==> src/rtl/rctx_pkg.sv <==
package rctx_pkg;

    typedef enum logic [2:0] {
        ST_OFF  = 3'd0,
        ST_IDLE = 3'd1,
        ST_DOT  = 3'd2,
        ST_SYNC = 3'd3,
        ST_DATA = 3'd4,
        ST_CI   = 3'd5
    } rctx_state_e;

    localparam int SCR_W = 7;

endpackage

==> src/rtl/rctx_scrambler.sv <==
// Whitening sequence x^7 + x^6 + 1: output is state bit 6,
// state shifts left with bit6 ^ bit5 entering at bit 0.
module rctx_scrambler
    import rctx_pkg::*;
(
    input  logic clk,
    input  logic rst_n,
    input  logic seed,
    input  logic adv,
    output logic sc_bit
);

    logic [SCR_W-1:0] st_q;

    always_ff @(posedge clk) begin
        if (!rst_n) begin
            st_q <= '1;
        end else if (seed) begin
            st_q <= '1;
        end else if (adv) begin
            st_q <= {st_q[SCR_W-2:0], st_q[SCR_W-1] ^ st_q[SCR_W-2]};
        end
    end

    assign sc_bit = st_q[SCR_W-1];

endmodule

==> src/rtl/rctx_hostbuf.sv <==
// One-word holding buffer plus buffer-empty flag and interrupt pulse.
module rctx_hostbuf #(
    parameter int WORD_W = 16
) (
    input  logic              clk,
    input  logic              rst_n,
    input  logic              wr_en,
    input  logic [WORD_W-1:0] wr_data,
    input  logic              take,
    input  logic              fin,
    input  logic              irq_ack,
    output logic [WORD_W-1:0] buf_word,
    output logic              buf_full,
    output logic              txf,
    output logic              irq
);

    always_ff @(posedge clk) begin
        if (!rst_n) begin
            buf_word <= '0;
            buf_full <= 1'b0;
        end else begin
            if (take && !wr_en) begin
                buf_full <= 1'b0;
            end
            if (wr_en) begin
                buf_word <= wr_data;
                buf_full <= 1'b1;
            end
        end
    end

    always_ff @(posedge clk) begin
        if (!rst_n) begin
            txf <= 1'b0;
            irq <= 1'b0;
        end else begin
            irq <= fin;
            if (fin) begin
                txf <= 1'b1;
            end else if (wr_en || irq_ack) begin
                txf <= 1'b0;
            end
        end
    end

endmodule

==> src/rtl/rctx_prefix_gen.sv <==
// Preamble / sync bit source: alternating bits starting at 1,
// then the sync word most significant bit first.
module rctx_prefix_gen #(
    parameter int                  CNT_W     = 6,
    parameter int                  SYNC_LEN  = 22,
    parameter logic [SYNC_LEN-1:0] SYNC_WORD = 22'h2D8F3A
) (
    input  logic             in_sync,
    input  logic [CNT_W-1:0] idx,
    output logic             pfx_bit
);

    logic sync_bit;

    always_comb begin
        sync_bit = 1'b0;
        for (int k = 0; k < SYNC_LEN; k++) begin
            if (idx == CNT_W'(k)) begin
                sync_bit = SYNC_WORD[SYNC_LEN-1-k];
            end
        end
    end

    assign pfx_bit = in_sync ? sync_bit : ~idx[0];

endmodule

==> src/rtl/rctx_framer.sv <==
module rctx_framer
    import rctx_pkg::*;
#(
    parameter int                  WORD_W    = 16,
    parameter int                  CI_PERIOD = 9,
    parameter int                  DOT_LEN   = 38,
    parameter int                  SYNC_LEN  = 22,
    parameter logic [SYNC_LEN-1:0] SYNC_WORD = 22'h2D8F3A
) (
    input  logic              clk,
    input  logic              rst_n,
    input  logic              bit_en,
    input  logic              pwr_save,
    input  logic              wr_en,
    input  logic [WORD_W-1:0] wr_data,
    input  logic              ci_level,
    input  logic              irq_ack,
    output logic              tx_bit,
    output logic              tx_valid,
    output logic              txf,
    output logic              irq
);

    localparam int PFX_MAX = (DOT_LEN > SYNC_LEN) ? DOT_LEN : SYNC_LEN;
    localparam int CNT_W   = $clog2(PFX_MAX);
    localparam int BL_W    = $clog2(WORD_W + 1);
    localparam int CC_W    = $clog2(CI_PERIOD);

    localparam logic [CNT_W-1:0] DOT_LAST  = CNT_W'(DOT_LEN - 1);
    localparam logic [CNT_W-1:0] SYNC_LAST = CNT_W'(SYNC_LEN - 1);
    localparam logic [BL_W-1:0]  BL_FULL   = BL_W'(WORD_W);
    localparam logic [BL_W-1:0]  BL_ONE    = BL_W'(1);
    localparam logic [CC_W-1:0]  CC_LAST   = CC_W'(CI_PERIOD - 1);

    rctx_state_e       state_q, state_d;
    logic [CNT_W-1:0]  cnt_q, cnt_d;
    logic [BL_W-1:0]   bl_q, bl_d;
    logic [CC_W-1:0]   cc_q, cc_d;
    logic [WORD_W-1:0] sh_q, sh_d;
    logic              wci_q, wci_d;
    logic              pci_q, pci_d;
    logic              first_q, first_d;

    logic              take, fin, seed, adv;
    logic              do_load, do_fin;
    logic [WORD_W-1:0] buf_word;
    logic              buf_full;
    logic              sc_bit;
    logic              pfx_bit;
    logic              in_frame;
    logic              emit_bit;

    rctx_hostbuf #(
        .WORD_W (WORD_W)
    ) u_hostbuf (
        .clk      (clk),
        .rst_n    (rst_n),
        .wr_en    (wr_en),
        .wr_data  (wr_data),
        .take     (take),
        .fin      (fin),
        .irq_ack  (irq_ack),
        .buf_word (buf_word),
        .buf_full (buf_full),
        .txf      (txf),
        .irq      (irq)
    );

    rctx_scrambler u_scr (
        .clk    (clk),
        .rst_n  (rst_n),
        .seed   (seed),
        .adv    (adv),
        .sc_bit (sc_bit)
    );

    rctx_prefix_gen #(
        .CNT_W     (CNT_W),
        .SYNC_LEN  (SYNC_LEN),
        .SYNC_WORD (SYNC_WORD)
    ) u_pfx (
        .in_sync (state_q == ST_SYNC),
        .idx     (cnt_q),
        .pfx_bit (pfx_bit)
    );

    // Next state and datapath updates.
    always_comb begin
        state_d = state_q;
        cnt_d   = cnt_q;
        bl_d    = bl_q;
        cc_d    = cc_q;
        sh_d    = sh_q;
        wci_d   = wci_q;
        pci_d   = pci_q;
        first_d = first_q;
        take    = 1'b0;
        fin     = 1'b0;
        seed    = 1'b0;
        adv     = 1'b0;
        do_load = 1'b0;
        do_fin  = 1'b0;

        unique case (state_q)
            ST_OFF: begin
                if (!pwr_save) begin
                    state_d = ST_IDLE;
                end
            end
            ST_IDLE: begin
                if (bit_en && buf_full) begin
                    do_load = 1'b1;
                end
            end
            ST_DOT: begin
                if (bit_en) begin
                    if (cnt_q == DOT_LAST) begin
                        state_d = ST_SYNC;
                        cnt_d   = '0;
                    end else begin
                        cnt_d = cnt_q + 1'b1;
                    end
                end
            end
            ST_SYNC: begin
                if (bit_en) begin
                    if (cnt_q == SYNC_LAST) begin
                        state_d = ST_DATA;
                        cnt_d   = '0;
                    end else begin
                        cnt_d = cnt_q + 1'b1;
                    end
                end
            end
            ST_DATA: begin
                if (bit_en) begin
                    adv  = 1'b1;
                    sh_d = sh_q >> 1;
                    bl_d = bl_q - 1'b1;
                    if (cc_q == CC_LAST) begin
                        // continuity slot before anything else
                        cc_d    = '0;
                        state_d = ST_CI;
                    end else begin
                        cc_d = cc_q + 1'b1;
                        if (bl_q == BL_ONE) begin
                            do_fin = 1'b1;
                        end
                    end
                end
            end
            ST_CI: begin
                if (bit_en) begin
                    if (bl_q == '0) begin
                        do_fin = 1'b1;
                    end else begin
                        state_d = ST_DATA;
                    end
                end
            end
            default: begin
                state_d = ST_OFF;
            end
        endcase

        // Word finished: flag it and chain the waiting word.
        if (do_fin) begin
            fin = 1'b1;
            if (buf_full) begin
                do_load = 1'b1;
            end else begin
                state_d = ST_IDLE;
            end
        end

        // Word load: new block on powersave exit or continuity rise.
        if (do_load) begin
            take    = 1'b1;
            sh_d    = buf_word;
            bl_d    = BL_FULL;
            wci_d   = ci_level;
            pci_d   = ci_level;
            first_d = 1'b0;
            if (first_q || (ci_level && !pci_q)) begin
                state_d = ST_DOT;
                cnt_d   = '0;
                cc_d    = '0;
                seed    = 1'b1;
            end else begin
                state_d = ST_DATA;
            end
        end

        // Powersave overrides everything.
        if (pwr_save) begin
            state_d = ST_OFF;
            first_d = 1'b1;
            take    = 1'b0;
            fin     = 1'b0;
            seed    = 1'b0;
            adv     = 1'b0;
        end
    end

    // State register.
    always_ff @(posedge clk) begin
        if (!rst_n) begin
            state_q <= ST_OFF;
            cnt_q   <= '0;
            bl_q    <= '0;
            cc_q    <= '0;
            sh_q    <= '0;
            wci_q   <= 1'b0;
            pci_q   <= 1'b0;
            first_q <= 1'b1;
        end else begin
            state_q <= state_d;
            cnt_q   <= cnt_d;
            bl_q    <= bl_d;
            cc_q    <= cc_d;
            sh_q    <= sh_d;
            wci_q   <= wci_d;
            pci_q   <= pci_d;
            first_q <= first_d;
        end
    end

    // Bit selection for the current state.
    always_comb begin
        in_frame = 1'b0;
        emit_bit = 1'b0;
        unique case (state_q)
            ST_DOT, ST_SYNC: begin
                in_frame = 1'b1;
                emit_bit = pfx_bit;
            end
            ST_DATA: begin
                in_frame = 1'b1;
                emit_bit = sh_q[0] ^ sc_bit;
            end
            ST_CI: begin
                in_frame = 1'b1;
                emit_bit = wci_q;
            end
            default: begin
                in_frame = 1'b0;
                emit_bit = 1'b0;
            end
        endcase
    end

    // Output register: moves only on ticks, quiet in powersave.
    always_ff @(posedge clk) begin
        if (!rst_n) begin
            tx_bit   <= 1'b0;
            tx_valid <= 1'b0;
        end else if (pwr_save) begin
            tx_valid <= 1'b0;
        end else if (bit_en) begin
            tx_valid <= in_frame;
            tx_bit   <= in_frame ? emit_bit : 1'b0;
        end
    end

endmodule

==> config.mk <==
export PLATFORM = sky130hd
export DESIGN_NAME = rctx_framer
export DESIGN_NICKNAME = d
export VERILOG_FILES = /design/src/rtl/rctx_pkg.sv /design/src/rtl/rctx_scrambler.sv /design/src/rtl/rctx_hostbuf.sv /design/src/rtl/rctx_prefix_gen.sv /design/src/rtl/rctx_framer.sv
export SDC_FILE = /design/constraint.sdc
export NUM_CORES = 1
export LEC_CHECK = 0
export ABC_AREA = 1
export BUFFER_PORTS_ARGS = -buffer_cell sky130_fd_sc_hd__buf_2
export CELL_PAD_IN_SITES_DETAIL_PLACEMENT = 1
export CELL_PAD_IN_SITES_GLOBAL_PLACEMENT = 1
export CORE_ASPECT_RATIO = 0.5
export CORE_MARGIN = 1
export CORE_UTILIZATION = 46
export DETAILED_ROUTE_END_ITERATION = 12
export PLACE_DENSITY = 0.82
export REMOVE_ABC_BUFFERS = 1
export SLEW_MARGIN = 20
export SYNTH_ARGS = -nofsm -noshare
export SYNTH_HDL_FRONTEND = slang
export SYNTH_SLANG_ARGS = --single-unit
==> constraint.sdc <==
create_clock -name clk -period 3.2 [get_ports clk]
set_clock_uncertainty 0.15 [all_clocks]
set_input_delay 0.48 -clock clk [delete_from_list [all_inputs] [get_ports clk]]
set_output_delay 0.48 -clock clk [all_outputs]
set_load 0.01 [all_outputs]
==> reports/metrics.cfg <==
[synthesis]
synth_cells = 452
synthTopCellsByCount = nand2_1, dfxtp_1, nand3_1, inv_1, a21oi_1
yosysTopAreaCellShare_pct = 40.0
ys_seq_area_share_pct = 40.0
synth.most_common_cell = nand2_1
yosys_warnings = 0
synth-main-ff-cell = dfxtp_1
synth_cell_types = 36
syn-cell-area_um2 = 3210
ys_top_cells_by_area = dfxtp_1, nand2_1, nand3_1, a21oi_1, inv_1
synth_edf_count = 0
avgSynthCellArea_um2 = 7.09
synthArstFlopShare_pct = 0
yosysTopAreaCell = dfxtp_1
ys_ff_latch = 64

[grt]
grt_max_degree = 38
grt_usage_pct = 24.8
antenna_found_initial = 0
grt_pass1_vias = 2976
grt.overflow.total = 0
grt_pass1_wl_um = 13900

[floorplanning]
core_um2 = 6700
ios = 27
die_w_um = 120
rows = 21
die_h_um = 61.0
floorplan.die_area_um2 = 7330
start_util_pct = 47.8

[cts]
cts-hold-fix-buffers = 0
clkTransAtPathRegs_ns = 0.05
cts_root_buffer = clkbuf_16
htreeDepth = 3
numCtsBuffers = 9
insertion_delay_ns = 0.32
cts-resized-gates = 0
post_cts_buffers = 0
clkSinkCount = 64
cts_tree = built
clockBufferDepth = 2

[drt]
num_vias = 2969
drtIter0Drc = 138
drt-total-wl_um = 8400
route.antenna.remaining_nets = 0
firstDrtPassIters = 4
avgViaCountPerCell = 5.22
wl_per_cell_um = 14.8
route.detailed.drc = 0

[placement]
placed_cell_area_um2 = 3360
place_hpwl_um = 5770
pre_cts_ws_ns = 0.934
place_congestion = 0.796
io_buffers = 26

[finish]
fin_nets = 503
fill_cells = 883
final_util_pct = 54.9
post-route-cell-area_um2 = 3680
drive_gt1_share_pct = 14.0
synthToLayoutAreaGrowth_pct = 14.7
n_antenna_cell = 0

[critical_path]
crit_fanout = 37
critPathLaunchType = flip-flop
reg2reg_from = cc_q[0]
rr_worst_depth = 12
rrSetupSlack_ns = 0.89
startpoint = cc_q[0]
arrival_ns = 2.37
r2r_end = cnt_q[5]
end_kind = flip-flop
cp-endpoint = cnt_q[5]
worstPathRequired_ns = 3.27
timing_worst_setup_path_type = flip-flop to flip-flop

[timing]
hold_viol_final = 0
slew_viol_final = 0
fmax_mhz = 434
setup_slack_ns = 0.894
fin_crit_sh_pct = 72.1
fin_tns_setup_ns = 0
slew_headroom_pct = 42.8
setup_viol = 0
rsz0062_at_grt = no
worst_slew_pin_slew_ns = 0.857
min_period_ns = 2.31

[pwr]
leakage_nw = 1.60
power_density_nw_per_um2 = 535
irDropWorstVdd_mv = 0.347

[hold_path]
hold_path_class = input port to flip-flop

[outcome]
status = completed

[flow_run]
drv_cap = 0

metrics by stage:
stage / hold WS [ns] / total power, W / cells
after detailed placement: 0.294 / 0.000948 / 553
after global routing: 0.217 / 0.00204 / 569
after floorplan: 0.270 / 0.000903 / 433
after CTS: 0.200 / 0.00199 / 569
after global placement: 0.281 / 0.000941 / 553
final: 0.208 / 0.00197 / 569
report_power, final:
| part | total, W | switching [W] | internal (W) |
|---|---|---|---|
| Clock | 0.00104 | 0.000335 | 0.000702 |
| Sequential | 0.000835 | 0.0000152 | 0.000820 |
| Combinational | 0.0000961 | 0.0000635 | 0.0000325 |
| Total | 0.00197 | 0.000413 | 0.00155 |
flip-flops by register name (all words and copies together), names as in the netlist:
signal	count
u_hostbuf.buf_full	1
cc_q	4
tx_bit	1
u_scr.st_q	7
state_q	3
cnt_q	6
pci_q	1
first_q	1
u_hostbuf.buf_word	16
bl_q	5
tx_valid	1
u_hostbuf.irq	1
sh_q	16
u_hostbuf.txf	1
cells by family after synthesis:
family,share of synthesized area (%)
DFF,40.0
and+or+nand+nor,31.5
xor gates and xnor gates,1.09
muxes,1.25
adders and majority gates,3.12
buffers and inverters,9.48
AOI/OAI and AO/OA,13.6
how the worst min path moves through the flow:
stage	endpoint	startpoint	depth (start not counted)
final	u_hostbuf.txf	irq_ack	2
after global routing	u_hostbuf.txf	irq_ack	2
after CTS	u_hostbuf.txf	irq_ack	2
after detailed placement	first_q	first_q	2
after global placement	first_q	first_q	2
after floorplan	first_q	first_q	2
worst max-delay path: stages (launching register included):
cell and delay [ns]:
dfxtp_1 0.40, inv_1 0.09, ha_1 0.21, nand2_1 0.09, nor2_2 0.07, o21ai_2 0.20, nand2_4 0.11, nand2_8 0.15
nand2_8 0.18, nor2_4 0.28, inv_2 0.09, nand2_2 0.11, nor2_1 0.06
layout make-up:
type	count	area [um2]	area share [%]
Sequential cell	64	1280	34.9
Clock buffer	13	250	6.81
Tap cell	92	115	3.13
Inverter	53	199	5.41
Multi-Input combinational cell	316	1620	44.1
Timing Repair Buffer	28	145	3.95
Clock inverter	3	65.1	1.77
metal layers:
layer,part of all wire [%],GRT usage [%],vias up
met5,0,0,-
met4,0.77,8.93,0
met3,2.7,5.65,8
met2,52,48.1,36
met1,45,27.6,1425
li1,-,-,1500
placed cells by master (no fill, tap or decap), drive strengths merged, types with 2 or more instances in the layout:
cell type,count
clkbuf,13
xor2,2
nand4,4
nor2,38
a21oi,48
dfxtp,64
or2,2
ha,8
nor3,6
mux2i,4
bufinv,2
nand3,54
nand2,112
buf,28
o21ai,30
xnor2,2
inv,53
No activity file was read; power rests on OpenSTA's default activity.
